--- config.mk ---
export PLATFORM = sky130hd
export DESIGN_NAME = mr2_tester
export DESIGN_NICKNAME = d
export VERILOG_FILES = /design/src/rtl/mr2_pkg.sv /design/src/rtl/mr2_split.sv /design/src/rtl/mr2_modmul.sv /design/src/rtl/mr2_tester.sv
export SDC_FILE = /design/constraint.sdc
export NUM_CORES = 2
export LEC_CHECK = 0
export ABC_AREA = 1
export CAP_MARGIN = 20
export CORE_AREA = 2 2 282 284
export DETAILED_ROUTE_END_ITERATION = 16
export DIE_AREA = 0 0 284 286
export PLACE_DENSITY = 0.66
export SYNTH_ARGS = -nofsm -noshare
export SYNTH_HDL_FRONTEND = slang
export SYNTH_SLANG_ARGS = --single-unit
--- constraint.sdc ---
create_clock -name clk -period 8.5 [get_ports clk]
set_input_delay 1.7 -clock clk [delete_from_list [all_inputs] [get_ports clk]]
set_output_delay 1.7 -clock clk [all_outputs]
set_load 0.02 [all_outputs]
--- src/rtl/mr2_pkg.sv ---
// Shared types for the base-2 strong probable-prime tester.
package mr2_pkg;

    // Controller states; order carries no meaning.
    typedef enum logic [3:0] {
        ST_IDLE,
        ST_SPLIT_GO,
        ST_SPLIT_WAIT,
        ST_ESQ_GO,
        ST_ESQ_WAIT,
        ST_EXP_CHK,
        ST_LSQ_GO,
        ST_LSQ_WAIT,
        ST_LOOP_CHK
    } mr2_state_t;

endpackage

--- src/rtl/mr2_split.sv ---
// Writes n-1 as 2^s * m with m odd, stripping one trailing zero per cycle.
// Assumes n is odd and at least 5, so n-1 is even and non-zero.
module mr2_split #(
    parameter int W = 64
) (
    input  logic                 clk,
    input  logic                 rst_n,
    input  logic                 clr,
    input  logic                 go,
    input  logic [W-1:0]         n,
    output logic [W-1:0]         m,
    output logic [$clog2(W)-1:0] s,
    output logic                 done
);
    localparam int SW = $clog2(W);

    logic run;

    // Shift register that drops trailing zeros and counts them.
    always_ff @(posedge clk) begin
        if (!rst_n || clr) begin
            m    <= '0;
            s    <= '0;
            run  <= 1'b0;
            done <= 1'b0;
        end else begin
            done <= 1'b0;
            if (go) begin
                m   <= n - W'(1);
                s   <= '0;
                run <= 1'b1;
            end else if (run) begin
                if (!m[0]) begin
                    m <= m >> 1;
                    s <= s + SW'(1);
                end else begin
                    run  <= 1'b0;
                    done <= 1'b1;
                end
            end
        end
    end

    // The odd part is odd once the strip reports completion.
    assert_m_odd_R3: assert property (@(posedge clk) disable iff (!rst_n)
        done |-> (m[0] && s != '0));

endmodule

--- src/rtl/mr2_modmul.sv ---
// Iterative modular multiplier: prod = a*b mod n, one bit of b per cycle,
// most significant bit first, W cycles per product.
// Assumes a < n and b < n, n odd; a and b are captured on go.
module mr2_modmul #(
    parameter int W = 64
) (
    input  logic         clk,
    input  logic         rst_n,
    input  logic         clr,
    input  logic         go,
    input  logic [W-1:0] a,
    input  logic [W-1:0] b,
    input  logic [W-1:0] n,
    output logic [W-1:0] prod,
    output logic         done
);
    localparam int CW = $clog2(W + 1);

    logic [W-1:0]  areg, breg;
    logic [CW-1:0] cnt;
    logic          run;
    logic [W:0]    dbl_w, dbl_r, sum_w, sum_r, n_x;

    // One step: double the accumulator, add a when the bit is set, reduce.
    always_comb begin
        n_x   = {1'b0, n};
        dbl_w = {prod, 1'b0};
        dbl_r = (dbl_w >= n_x) ? dbl_w - n_x : dbl_w;
        sum_w = breg[W-1] ? dbl_r + {1'b0, areg} : dbl_r;
        sum_r = (sum_w >= n_x) ? sum_w - n_x : sum_w;
    end

    // Accumulator, operand shift register and bit counter.
    always_ff @(posedge clk) begin
        if (!rst_n || clr) begin
            prod <= '0;
            areg <= '0;
            breg <= '0;
            cnt  <= '0;
            run  <= 1'b0;
            done <= 1'b0;
        end else begin
            done <= 1'b0;
            if (go) begin
                prod <= '0;
                areg <= a;
                breg <= b;
                cnt  <= CW'(W);
                run  <= 1'b1;
            end else if (run) begin
                prod <= sum_r[W-1:0];
                breg <= breg << 1;
                cnt  <= cnt - CW'(1);
                if (cnt == CW'(1)) begin
                    run  <= 1'b0;
                    done <= 1'b1;
                end
            end
        end
    end

    // Every finished product is a proper residue.
    assert_residue_reduced_R3: assert property (@(posedge clk) disable iff (!rst_n)
        done |-> (prod < n));

endmodule

--- src/rtl/mr2_tester.sv ---
// Base-2 strong probable-prime test of an odd modulus.
// Sequence: split n-1, compute 2^m mod n by square-and-double over all W bits
// of m, then up to s-1 squarings with early exit. abort wins over everything.
// Assumes n_in odd and >= 5; other inputs give an undefined verdict.
module mr2_tester #(
    parameter int W = 64
) (
    input  logic         clk,
    input  logic         rst_n,
    input  logic         start,
    input  logic         abort,
    input  logic [W-1:0] n_in,
    output logic         done,
    output logic         is_prime
);
    import mr2_pkg::*;

    localparam int SW = $clog2(W);

    mr2_state_t    state;
    logic [W-1:0]  nr, x, nm1, m_odd, prod;
    logic [W:0]    dbl_w, dbl_r;
    logic [SW-1:0] s_cnt, bit_idx, left;
    logic          split_go, split_done, mul_go, mul_done;

    assign nm1      = nr - W'(1);
    assign split_go = (state == ST_SPLIT_GO);
    assign mul_go   = (state == ST_ESQ_GO) || (state == ST_LSQ_GO);

    // Modular doubling of a fresh product: the multiply-by-base step.
    always_comb begin
        dbl_w = {prod, 1'b0};
        dbl_r = (dbl_w >= {1'b0, nr}) ? dbl_w - {1'b0, nr} : dbl_w;
    end

    mr2_split #(.W(W)) u_split (
        .clk  (clk),
        .rst_n(rst_n),
        .clr  (abort),
        .go   (split_go),
        .n    (nr),
        .m    (m_odd),
        .s    (s_cnt),
        .done (split_done)
    );

    mr2_modmul #(.W(W)) u_mul (
        .clk  (clk),
        .rst_n(rst_n),
        .clr  (abort),
        .go   (mul_go),
        .a    (x),
        .b    (x),
        .n    (nr),
        .prod (prod),
        .done (mul_done)
    );

    // Controller: exponentiation, decision ladder, verdict and abort.
    always_ff @(posedge clk) begin
        if (!rst_n || abort) begin
            state    <= ST_IDLE;
            nr       <= '0;
            x        <= '0;
            bit_idx  <= '0;
            left     <= '0;
            done     <= 1'b0;
            is_prime <= 1'b0;
        end else begin
            done <= 1'b0;
            unique case (state)
                ST_IDLE: if (start) begin
                    nr       <= n_in;
                    is_prime <= 1'b0;
                    state    <= ST_SPLIT_GO;
                end
                ST_SPLIT_GO: state <= ST_SPLIT_WAIT;
                ST_SPLIT_WAIT: if (split_done) begin
                    x       <= W'(1);
                    bit_idx <= SW'(W - 1);
                    left    <= s_cnt - SW'(1);
                    state   <= ST_ESQ_GO;
                end
                ST_ESQ_GO: state <= ST_ESQ_WAIT;
                ST_ESQ_WAIT: if (mul_done) begin
                    x <= m_odd[bit_idx] ? dbl_r[W-1:0] : prod;
                    if (bit_idx == '0) state <= ST_EXP_CHK;
                    else begin
                        bit_idx <= bit_idx - SW'(1);
                        state   <= ST_ESQ_GO;
                    end
                end
                ST_EXP_CHK: begin
                    if (x == W'(1) || x == nm1) begin
                        done <= 1'b1; is_prime <= 1'b1; state <= ST_IDLE;
                    end else if (left == '0) begin
                        done <= 1'b1; state <= ST_IDLE;
                    end else state <= ST_LSQ_GO;
                end
                ST_LSQ_GO: state <= ST_LSQ_WAIT;
                ST_LSQ_WAIT: if (mul_done) begin
                    x     <= prod;
                    left  <= left - SW'(1);
                    state <= ST_LOOP_CHK;
                end
                ST_LOOP_CHK: begin
                    if (x == nm1) begin
                        done <= 1'b1; is_prime <= 1'b1; state <= ST_IDLE;
                    end else if (x == W'(1) || left == '0) begin
                        done <= 1'b1; state <= ST_IDLE;
                    end else state <= ST_LSQ_GO;
                end
                default: state <= ST_IDLE;
            endcase
        end
    end

    // done never lasts two cycles.
    assert_done_pulse_R2: assert property (@(posedge clk) disable iff (!rst_n)
        done |=> !done);

    // abort clears the outputs and reaches idle in one cycle.
    assert_abort_idle_R8: assert property (@(posedge clk) disable iff (!rst_n)
        abort |=> (!done && !is_prime && state == ST_IDLE));

    // An accepted start clears the held verdict.
    assert_start_clears_R6: assert property (@(posedge clk) disable iff (!rst_n)
        (start && !abort && state == ST_IDLE) |=> !is_prime);

    // The verdict changes only with done, a start or an abort.
    assert_verdict_held_R6: assert property (@(posedge clk) disable iff (!rst_n)
        (!start && !abort) |=> (done || $stable(is_prime)));

    // The latched modulus stays put while a run is in progress.
    assert_modulus_held_R1: assert property (@(posedge clk) disable iff (!rst_n)
        (state != ST_IDLE && !abort) |=> $stable(nr));

endmodule

# == After elaboration in Yosys (flattened, before gate mapping) ==
# Cells that the tools add are included.
# word_totals
wordCells,130
in_bits,68
out_inout_bits,2
register_bits,419
# classes
eq_ne,19
magnitude_cmp,3
n_reduce_logical,26
mux,51
addsub,9
n_bitwise,3
# op_table
op,n
$mux W64,10
$pmux W64 S3,1
$ge A65 B64 Y1,2
$mux W65,2
$add A65 B64 Y65,1
$sub A65 B64 Y65,1
$eq A64 B1 Y1 const B,1
$eq A64 B64 Y1,1
$sub A64 B1 Y64 const B,1
$sub A64 B64 Y64,1
$pmux W4 S9,1
$mux W6,5
$pmux W6 S2,2
$sub A6 B1 Y6 const B,3
$eq A4 B3 Y1 const B,4
$mux W1,16
$mux W4,4
$reduce_and A4 Y1,4
$mux W3,5
$mux W7,2
$logic_not A6 Y1,2
$ne A2 B2 Y1 const B,5
$eq A4 B2 Y1 const B,2
$reduce_bool A2 Y1,4
other kinds (19),31

# == Longest topological paths before layout ==
# depth
word_depth,6
mapped_depth,52

# == Cells and area by module ==
# A second synthesis with hierarchy kept.
# unflattened
hier_cells,8489
area_unflattened_um2,47274.1
# by_module_without_submodules
module,cells_per_inst,instances,area_per_inst_um2
mr2_modmul,4800,1,25932.4
mr2_tester,2794,1,16143.0
mr2_split,895,1,5198.7

# == Worst setup path after synthesis ==
# Ideal clock, no wire load.
# synth_path
kind,reg2reg
start,register nr[32]
end,register u_mul.prod[12]
required_ps,8430
period_less_slack_ps,5908
slack_ps,2592
arrival_time_ps,5838
path_stages_with_launch,45
n_path_buf,2
path_cell_list,dfxtp_1 inv_1 ha_1 nand2_2 nor2_2 inv_2 nor2_8 nand2_2 clkinv_1 nand4_1 nand3_2 nand3_2 nand2_4 inv_2 buf_2 nor2_1 ha_1 inv_1 [... 9 more ...] xnor2_1 nand2_1 nand2_1 inv_1 ha_1 a21oi_1 o21ai_0 a21oi_1 a21boi_0 nand2_2 nand2_1 nand2_1 nand2_2 nand4_4 buf_6 nand2_1 nand3_1 a21oi_1
# synth_between
elab_chain_len,6
elab_cells_between_ends,8
cone_classes,add/sub (3); order compare (2); mux (3)
# synth_lines
item,line,rtl
"start, declared",mr2_tester.sv:21,"logic [W-1:0] nr, x, nm1, m_odd, prod;"
"start signal, assigned",mr2_tester.sv:73,nr <= n_in;
$sub A65 B64 Y65 or $ge A65 B64 Y1 (tied branches),mr2_modmul.sv:28,dbl_r = (dbl_w >= n_x) ? dbl_w - n_x : dbl_w;
$mux W65,mr2_modmul.sv:28,
$add A65 B64 Y65,mr2_modmul.sv:29,"sum_w = breg[W-1] ? dbl_r + {1'b0, areg} : dbl_r;"
$mux W65,mr2_modmul.sv:29,
$ge A65 B64 Y1 or $sub A64 B64 Y64 (tied branches),mr2_modmul.sv:30,sum_r = (sum_w >= n_x) ? sum_w - n_x : sum_w;
$mux W64 *,mr2_modmul.sv:30,
"end signal, assigned",mr2_modmul.sv:51,prod <= sum_r[W-1:0];
"end, declared",mr2_modmul.sv:14,"output logic [W-1:0] prod,"
# Every way passes the cells marked *; elsewhere a longest branch is shown, timed or not.
# A chain may end at the register's enable or synchronous reset.

# == Worst setup path in the final report ==
# layout_path
start,register nr[2]
end,register u_mul.prod[31]
# layout_between
elab_chain_len,6
elab_cells_between_ends,8
cone_classes,add/sub (3); order compare (2); mux (3)
# layout_lines
item,line
$sub A65 B64 Y65 or $ge A65 B64 Y1 (tied branches),mr2_modmul.sv:28
$mux W65,mr2_modmul.sv:28
$add A65 B64 Y65,mr2_modmul.sv:29
$mux W65,mr2_modmul.sv:29
$sub A64 B64 Y64 or $ge A65 B64 Y1 (tied branches),mr2_modmul.sv:30
$mux W64 *,mr2_modmul.sv:30
# Marked as above.

==> reports/metrics.yaml <==
finalWorstSetupSlack_ps: 22.6
antenna_found_initial: 21
grt-ovfl-total: 0
synth_top_family_by_area: "simple AND/OR/NAND/NOR gates"
syn_to_final_growth_pct: 11.8
coreArea_um2: 78400
rows: 103
path_class: "reg -> reg"
postSynthAreaPerCell_um2: 5.77
cts-buffers-inserted: 53
vias_per_cell: 6.13
drc: 0
cts_hold_buf: 0
post-synth-top-count-cell: "nand2_1"
place_ws_ps: 475
timing.final.crit_share_pct: 99.7
grtUsageTotal_pct: 50.7
tritoncts: "done"
synth_top_area_share_pct: 21.6
clkLatencyLatePin_ps: 670
synth_area_um2: 38800
post-cts-setup-buffer-count: 0
gp_congestion: 1.21
ios: 70
num_vias: 48800
drive_gt1_share_pct: 6.96
clockPowerShare_pct: 38.3
tightest_slew_ps: 1160
layout.nets: 7120
worstPathMaxFanout: 16
max_freq_ghz: 0.118
firstDrtPassIters: 6
cp.required_ps: 8960
finalMaxSlewViolations: 0
dpl.hpwl_um: 172000
rsz0062_at_grt: "false"
ys_types: 63
worst_setup_path_start_kind: "flip-flop"
synthAdderAreaFrac_pct: 6.53
p_leak_nw: 21.5
multi_input_area_um2: 25700
synth_warnings: 0
cts_root_buffer: "clkbuf_16"
powerDensity_nw_per_um2: 142
fin_tns_setup_ps: 0
num-fill-cells: 8352
synth_common_cells: "nand2_1 (1928), inv_1 (929), a21oi_1 (714)"
fin_area_um2: 43400
clkTransAtPathRegs_ps: 60
placed_area_um2: 41500
setup_viol: 0
worst_ep_arrival_time_ps: 8940
grt_pass1_vias: 43700
min_path_type: "reg -> reg"
ir_drop_mv: 0.164
slowest_stage: "nor2_4"
synth_edf_count: 0
wire_per_inst_um: 26.9
fin_skew_ps: 49.0
htreeDepth: 2
wl_um: 215000
comb_power_share_pct: 28.8
finalPower_mw: 6.18
period_minus_slack_ps: 8480
synth_largest_area_cell: "dfxtp_1"
synth_xor_area_share_pct: 3.24
die_x_um: 284
clockBufferDepth: 3
max_slew_margin_pct: 22.4
cp_common_cell: "nand2_1"
portBuffers: 69
drv_cap: 0
cts_sinks: 419
first_iter_violations: 6754
synth-seq-cells: 419
syn-num-nets: 7003
grt_pass1_wl_um: 300000
synth_compound_area_share_pct: 20.9
hold_violations: 0
intPower_mw: 3.78
slowest_delay_ps: 760
outcome: "finished clean"
yosysSeqAreaShare_pct: 21.6
final_util_pct: 55.4
fp.dieH_um: 286
regArea_um2: 8390
switchingPower_mw: 2.40
netlist_instances: 6734
swShare_pct: 38.9
endpoint_kind: "flip-flop"
synthTopCellsByArea: "dfxtp_1 (22%), nand2_1 (19%), a21oi_1 (9.2%), inv_1 (9.0%), nand3_1 (6.8%)"
grt_max_degree: 77
synth-simple-area-share_pct: 35.4
ys.flop_type: "dfxtp_1"
yosys-mux-area-fraction_pct: 0.0258
p_seq_share_pct: 32.9
dieArea_um2: 81200
start_util_pct: 49.6
ant_nets: 0
post_cts_resize_count: 0
async_flop_share_pct: 0
[metrics by stage]
step                      hold WS (ps)  std cells
final                              453       7967
after global routing               475       7942
after CTS                          459       7940
after detailed placement           448       7844
after global placement             436       7843
after floorplan                    435       6734
[worst paths after layout]
check,to,slack (ps),cells past startpoint,start
worst min-delay path,is_prime,450,2,is_prime
worst min register to register,is_prime,450,2,is_prime
worst max register to register,u_mul.prod[31],20,42,nr[2]
worst max-delay path,u_mul.prod[31],20,42,nr[2]
[sequential cells by signal, summed over array words and instances (netlist names), 4 cells and up]
name / cells
u_split.s: 6
left: 6
x: 64
u_split.m: 64
u_mul.areg: 64
state: 4
u_mul.cnt: 7
nr: 64
bit_idx: 6
u_mul.breg: 64
u_mul.prod: 64
[placed cells by master, fill, tap and decap left out, types with 9 or more instances in the layout]
cell	count
a21boi_0	9
a21o_1	23
a21oi_1	712
a31oi_1	37
buf_4	211
clkbuf_16	53
clkdlybuf4s50_1	69
clkinv_2	12
dfxtp_1	416
diode_2	25
ha_1	198
inv_1	928
inv_2	54
nand2_1	1922
nand2_2	27
nand3_1	525
nand3_2	9
nand3b_1	24
nand4_1	44
nor2_1	625
nor2_2	21
nor2_4	11
nor3_1	47
nor4_1	20
o211ai_1	85
o211ai_2	11
o21a_1	39
o21ai_0	363
o21ai_1	66
o21bai_1	36
o221ai_1	30
or2_2	9
xnor2_1	54
xor2_1	87
[cells by family (layout without fill, tap and decap cells)]
kind of cell               after synthesis  in the layout
DFF                                    419            419
buffers and inverters                 1214           1370
AOI/OAI and AO/OA                     1450           1450
muxes                                    1              1
adders and majority gates              201            201
and+or+nand+nor                       3307           3309
other                                    0             25
xor gates and xnor gates               142            142
[worst max-delay path, delay by kind of cell, from the launching register on]
kind                       cells  cell delay, ps
and+or+nand+nor               22            3760
AOI/OAI and AO/OA              8            1620
adders and majority gates      3            1060
buffers and inverters          8            1050
DFF                            1             460
xor gates and xnor gates       1             340
[metal layers]
metal  share of wire, %  vias to the layer above  global-route usage, %
met5              0.023                        -                      0
li1                   -                    22200                      -
met3                 13                      917                   16.5
met1                 36                    22300                   59.9
met2                 40                     3511                   73.5
met4                 11                        8                   45.3
[power by group through the flow]
stage                     Sequential (mW)  Clock, mW  Combinational, mW
final                                2.03       2.37               1.78
after global placement               2.07          0               1.67
after CTS                            2.03       2.35               1.66
after detailed placement             2.07          0               1.65
after floorplan                      2.05          0               1.00
after global routing                 2.03       2.43               1.85
[final cells by class]
class / instances / area share [%]
diodes: 25 / 0.144
clock inverters: 29 / 0.720
multi-input cells: 5103 / 59.3
clock buffers: 67 / 3.36
well taps: 1050 / 3.03
inverters: 986 / 8.53
flip-flops and latches: 419 / 19.3
repair buffers: 288 / 5.61
Power figures use the tool's default switching activity.
